### src/rtl/delim_frame_rx.sv
module delim_frame_rx #(
  parameter int DW = 8,
  parameter int CW = 4
) (
  input  logic          clk,
  input  logic          rst_n,
  input  logic          in_valid,
  input  logic [DW-1:0] in_data,
  output logic          in_ready,
  input  logic [DW-1:0] cfg_open,
  input  logic [DW-1:0] cfg_close,
  input  logic [DW-1:0] cfg_flush,
  input  logic [CW-1:0] cfg_reps,
  output logic          out_valid,
  output logic [DW-1:0] out_data,
  output logic          frame_done,
  output logic          frame_abort
);

  typedef enum logic [1:0] {S_HUNT, S_BODY, S_REPLAY} st_t;
  localparam logic [CW:0]   ONE_W = 1;
  localparam logic [CW-1:0] ONE   = 1;

  st_t           st;
  logic [CW-1:0] run_q;
  logic [DW-1:0] pend_q;
  logic          sent_q;

  wire [CW-1:0] reps     = (cfg_reps == '0) ? ONE : cfg_reps;
  wire [CW:0]   run_nx   = {1'b0, run_q} + ONE_W;
  wire          run_full = run_nx == {1'b0, reps};
  wire          take     = in_valid && in_ready;
  wire          is_flush = in_data == cfg_flush;
  wire          is_open  = in_data == cfg_open;
  wire          is_close = in_data == cfg_close;

  assign in_ready = st != S_REPLAY;

  always_ff @(posedge clk) begin
    if (!rst_n) begin
      st          <= S_HUNT;
      run_q       <= '0;
      pend_q      <= '0;
      sent_q      <= 1'b0;
      out_valid   <= 1'b0;
      out_data    <= '0;
      frame_done  <= 1'b0;
      frame_abort <= 1'b0;
    end else begin
      out_valid   <= 1'b0;
      frame_done  <= 1'b0;
      frame_abort <= 1'b0;
      case (st)
        S_HUNT: if (take) begin
          if (is_open && !is_flush) begin
            if (run_full) begin
              st     <= S_BODY;
              run_q  <= '0;
              sent_q <= 1'b0;
            end else begin
              run_q <= run_nx[CW-1:0];
            end
          end else begin
            run_q <= '0;
          end
        end
        S_BODY: if (take) begin
          if (is_flush) begin
            st          <= S_HUNT;
            run_q       <= '0;
            frame_abort <= sent_q;
            sent_q      <= 1'b0;
          end else if (is_close) begin
            if (run_full) begin
              st         <= S_HUNT;
              run_q      <= '0;
              frame_done <= 1'b1;
              sent_q     <= 1'b0;
            end else begin
              run_q <= run_nx[CW-1:0];
            end
          end else if (run_q == '0) begin
            out_valid <= 1'b1;
            out_data  <= in_data;
            sent_q    <= 1'b1;
          end else begin
            st     <= S_REPLAY;
            pend_q <= in_data;
          end
        end
        S_REPLAY: begin
          out_valid <= 1'b1;
          sent_q    <= 1'b1;
          if (run_q != '0) begin
            out_data <= cfg_close;
            run_q    <= run_q - ONE;
          end else begin
            out_data <= pend_q;
            st       <= S_BODY;
          end
        end
        default: st <= S_HUNT;
      endcase
    end
  end

  a_r4_done_after_close: assert property (@(posedge clk) disable iff (!rst_n)
    frame_done |-> $past(in_valid && in_ready && in_data == cfg_close));

  a_r4_done_no_beat: assert property (@(posedge clk) disable iff (!rst_n)
    !(frame_done && out_valid));

  a_r6_abort_after_flush: assert property (@(posedge clk) disable iff (!rst_n)
    frame_abort |-> $past(in_valid && in_ready && in_data == cfg_flush));

  a_r6_abort_not_done: assert property (@(posedge clk) disable iff (!rst_n)
    !(frame_abort && frame_done));

  a_r5_stall_emits: assert property (@(posedge clk) disable iff (!rst_n)
    !in_ready |=> out_valid);

  a_r2_hunt_silent: assert property (@(posedge clk) disable iff (!rst_n)
    out_valid |-> $past(st != S_HUNT));

endmodule

### config.mk
export PLATFORM = sky130hd
export DESIGN_NAME = delim_frame_rx
export DESIGN_NICKNAME = d
export VERILOG_FILES = /design/src/rtl/delim_frame_rx.sv
export SDC_FILE = /design/constraint.sdc
export NUM_CORES = 1
export LEC_CHECK = 0
export ABC_AREA = 0
export CAP_MARGIN = 20
export CORE_ASPECT_RATIO = 2
export CORE_MARGIN = 2
export CORE_UTILIZATION = 53
export DETAILED_ROUTE_END_ITERATION = 10
export PLACE_DENSITY_LB_ADDON = 0.08
export SLEW_MARGIN = 20
export SYNTH_ARGS = -nofsm -noshare
export SYNTH_HDL_FRONTEND = slang
export SYNTH_SLANG_ARGS = --single-unit
### constraint.sdc
create_clock -name clk -period 5.8 [get_ports clk]
set_clock_uncertainty 0.15 [all_clocks]
set_input_delay 1.45 -clock clk [delete_from_list [all_inputs] [get_ports clk]]
set_output_delay 1.45 -clock clk [all_outputs]
set_load 0.01 [all_outputs]
==> flow_summary_export.csv <==
group,metric,value,unit
status,status,"completed",
route,viasPerCell,5.63,
clock_network,cts_made_buffers,3,
cells_and_area,final_nets,327,
floorplan,dieArea,4400,um^2
floorplan,die_h,91.8,um
critical_path,crit_path_start,"in_data[5]",
sta,worstMarginPinSlew,0.927,ns
sta,finalCritPeriodShare,67.2,%
grt,grt_usage,23.7,%
power_and_ir_drop,power_density,162,nW/um^2
sta,rsz0062_at_grt,"false",
synthesis,netlist_top_cells_area,"dfxtp_1 25%, mux2i_1 8.3%, xnor2_1 7.3%",
route,vias,1865,
sta,hold_viol,0,
critical_path,startpoint_type,"primary input",
critical_path,crit_fanout,10,
cells_and_area,fillers,360,
synthesis,yosys_register_bits,26,
sta,final_max_slew_viol_count,0,
synthesis,synth_seq_area_share,25.5,%
sta,setup_viol,0,
clock_network,cts_tree,"yes",
floorplan,die_w,47.9,um
route,wirelength,4930,um
floorplan,ios,51,
synthesis,syn_inst,244,
floorplan,start_util,54.3,%
route,drc,0,
cells_and_area,drive_above_1_share,6.07,%
clock_network,post_cts_resized,0,
cells_and_area,syn_to_final_growth,24.8,%
clock_network,holdBufCountCts,0,
sta,max_freq,0.256,GHz
placement,hpwl,3780,um
synthesis,ys.flop_type,"dfxtp_1",
placement,port_buffers,50,
cells_and_area,layout.cells.non_filler,331,
synthesis,synth_area,2040,um^2
clock_network,clk_pin_slew,0.10,ns
power_and_ir_drop,peakVddDrop,0.139,mV
grt,grt_pass1_vias,1783,
synthesis,ys_types,51,
cells_and_area,antenna_cells,0,
critical_path,endpoint_kind,"flip-flop",
critical_path,worstPathRequired,5.85,ns
grt,grt_pass1_wl,7870,um
sta,holdWs,0.351,ns
synthesis,synth_top_area_cell,"dfxtp_1",
floorplan,rows,32,
sta,finalWorstPathRequiredPeriod,3.90,ns
floorplan,core,3760,um^2
critical_path,cp_data_arrival_time,3.95,ns
grt,overflow,0,
job,cap_viol_max_count,0,
clock_network,max-clock-path-buffers,2,
synthesis,synth.most_common_cell,"nor2_1",
route,drt_pass1_iterations,4,
worst_hold_path,worst_hold_path_type,"reg2reg",
route,drt_iter0_drc,36,
critical_path,crit_type,"in2reg",
sta,slew_headroom,38.2,%
sta,final.setup.tns,0,ns
clock_network,root_buffer,"clkbuf_8",
synthesis,synth_top_cell_area_share,25.5,%
clock_network,cts_sinks,26,
synthesis,synth-edff-count,0,
placement,dp_cells,327,
clock_network,htree_levels,1,
worst_hold_path,min-delay-start,"sent_q$_SDFFE_PN0P_",
route,postRouteAntennaNets,0,
synthesis,synthArstFlopShare,0,%
grt,antenna_found_initial,0,
synthesis,yosysWarnings,0,
critical_path,r2r_start,"run_q[0]$_SDFFE_PN0P_",
synthesis,avgSynthCellArea,8.37,um^2
power_and_ir_drop,cellLeakagePower,0.000868,uW
route,wl_per_cell,14.9,um
synthesis,synth.net_count,290,
synthesis,synth_commonest_cells,"34 x nor2_1, 26 x dfxtp_1, 24 x nand2_1",
clock_network,clk_latency,0.27,ns
clock_network,post_cts_buffers,0,
grt,grt_max_degree,28,
placement,routabilityCongestion,0.884,
-- cell families (layout without fill, tap and decap cells) --
logic type | after synthesis | count (layout) | synth area share [%]
AND/OR/NAND/NOR | 94 | 94 | 23.8
buffers and inverters | 26 | 62 | 7.78
XOR/XNOR | 28 | 28 | 13.1
AO/OA/AOI/OAI | 46 | 46 | 17.3
adder cells (fa/ha/maj) | 7 | 7 | 4.29
flip-flops | 26 | 26 | 25.5
multiplexers | 17 | 17 | 8.33
-- metal layers --
| metal | wire length [um] | global-route usage [%] | vias up | part of all wire (%) |
|---|---|---|---|---|
| met2 | 2510 | 39.8 | 56 | 51 |
| met3 | 327 | 3.74 | 2 | 6.6 |
| met5 | 0 | 0 | - | 0 |
| met4 | 25 | 5.63 | 0 | 0.51 |
| li1 | - | - | 930 | - |
| met1 | 2070 | 30.1 | 877 | 42 |
-- per-stage QoR --
| step | area [um^2] | utilization (%) | setup WS [ns] | total power (uW) |
|---|---|---|---|---|
| after floorplan | 2040 | - | 2.39 | 233 |
| after global placement | 2480 | 65.9 | 1.67 | 264 |
| after detailed placement | 2480 | 65.9 | 1.60 | 265 |
| after CTS | 2550 | 67.8 | 1.89 | 418 |
| after global routing | 2550 | 67.8 | 1.73 | 429 |
| final | 2550 | 67.8 | 1.90 | 414 |
-- layout make-up --
type	count	area [um^2]	share of cell area [%]
clock buffer	3	41.3	1.62
sequential	26	520	20.4
tap	51	63.8	2.50
inverter	8	30.0	1.18
multi-input combinational	192	1360	53.5
clock inverter	1	30.0	1.18
timing repair buffer	50	500	19.6
-- cell usage in the layout (no fill, tap or decap), types with 4 or more instances in the layout --
master           instances
xor2_1                   9
ha_1                     7
nor2_1                  34
clkdlybuf4s50_1         50
nor3_1                   6
mux2i_1                 17
xnor2_1                 17
a21oi_1                  6
nand3_1                  4
nand4_1                  5
o21ai_0                  5
dfxtp_1                 26
nand2_1                 24
inv_1                    8
a31oi_1                 12
-- state kept, by name, summed over array words and instances (netlist names) --
name,flops
out_valid,1
out_data,8
st,2
frame_done,1
frame_abort,1
run_q,4
sent_q,1
pend_q,8
-- report_power, final --
group | switching (uW) | internal (uW) | leakage (uW)
Clock | 60.1 | 92.3 | 0.0000357
Combinational | 39.0 | 43.1 | 0.000623
Sequential | 0.400 | 179 | 0.000209
Total | 99.5 | 314 | 0.000868
-- critical path, cell delays in order --
cell and delay [ns]:
clkdlybuf4s50_1 0.67, xnor2_1 0.17, nand4_1 0.16, or2_1 0.40, a311o_4 0.46, or4_1 0.48, a31oi_1 0.16
-- path summary, 6_finish.rpt --
| check | endpoint | slack (ns) | cells after the start |
|---|---|---|---|
| min | frame_abort$_SDFF_PN0_ | 0.35 | 2 |
| min reg2reg | frame_abort$_SDFF_PN0_ | 0.35 | 2 |
| max reg2reg | run_q[3]$_SDFFE_PN0P_ | 3.00 | 8 |
| max | run_q[3]$_SDFFE_PN0P_ | 1.90 | 7 |
Power figures use the tool's default switching activity.
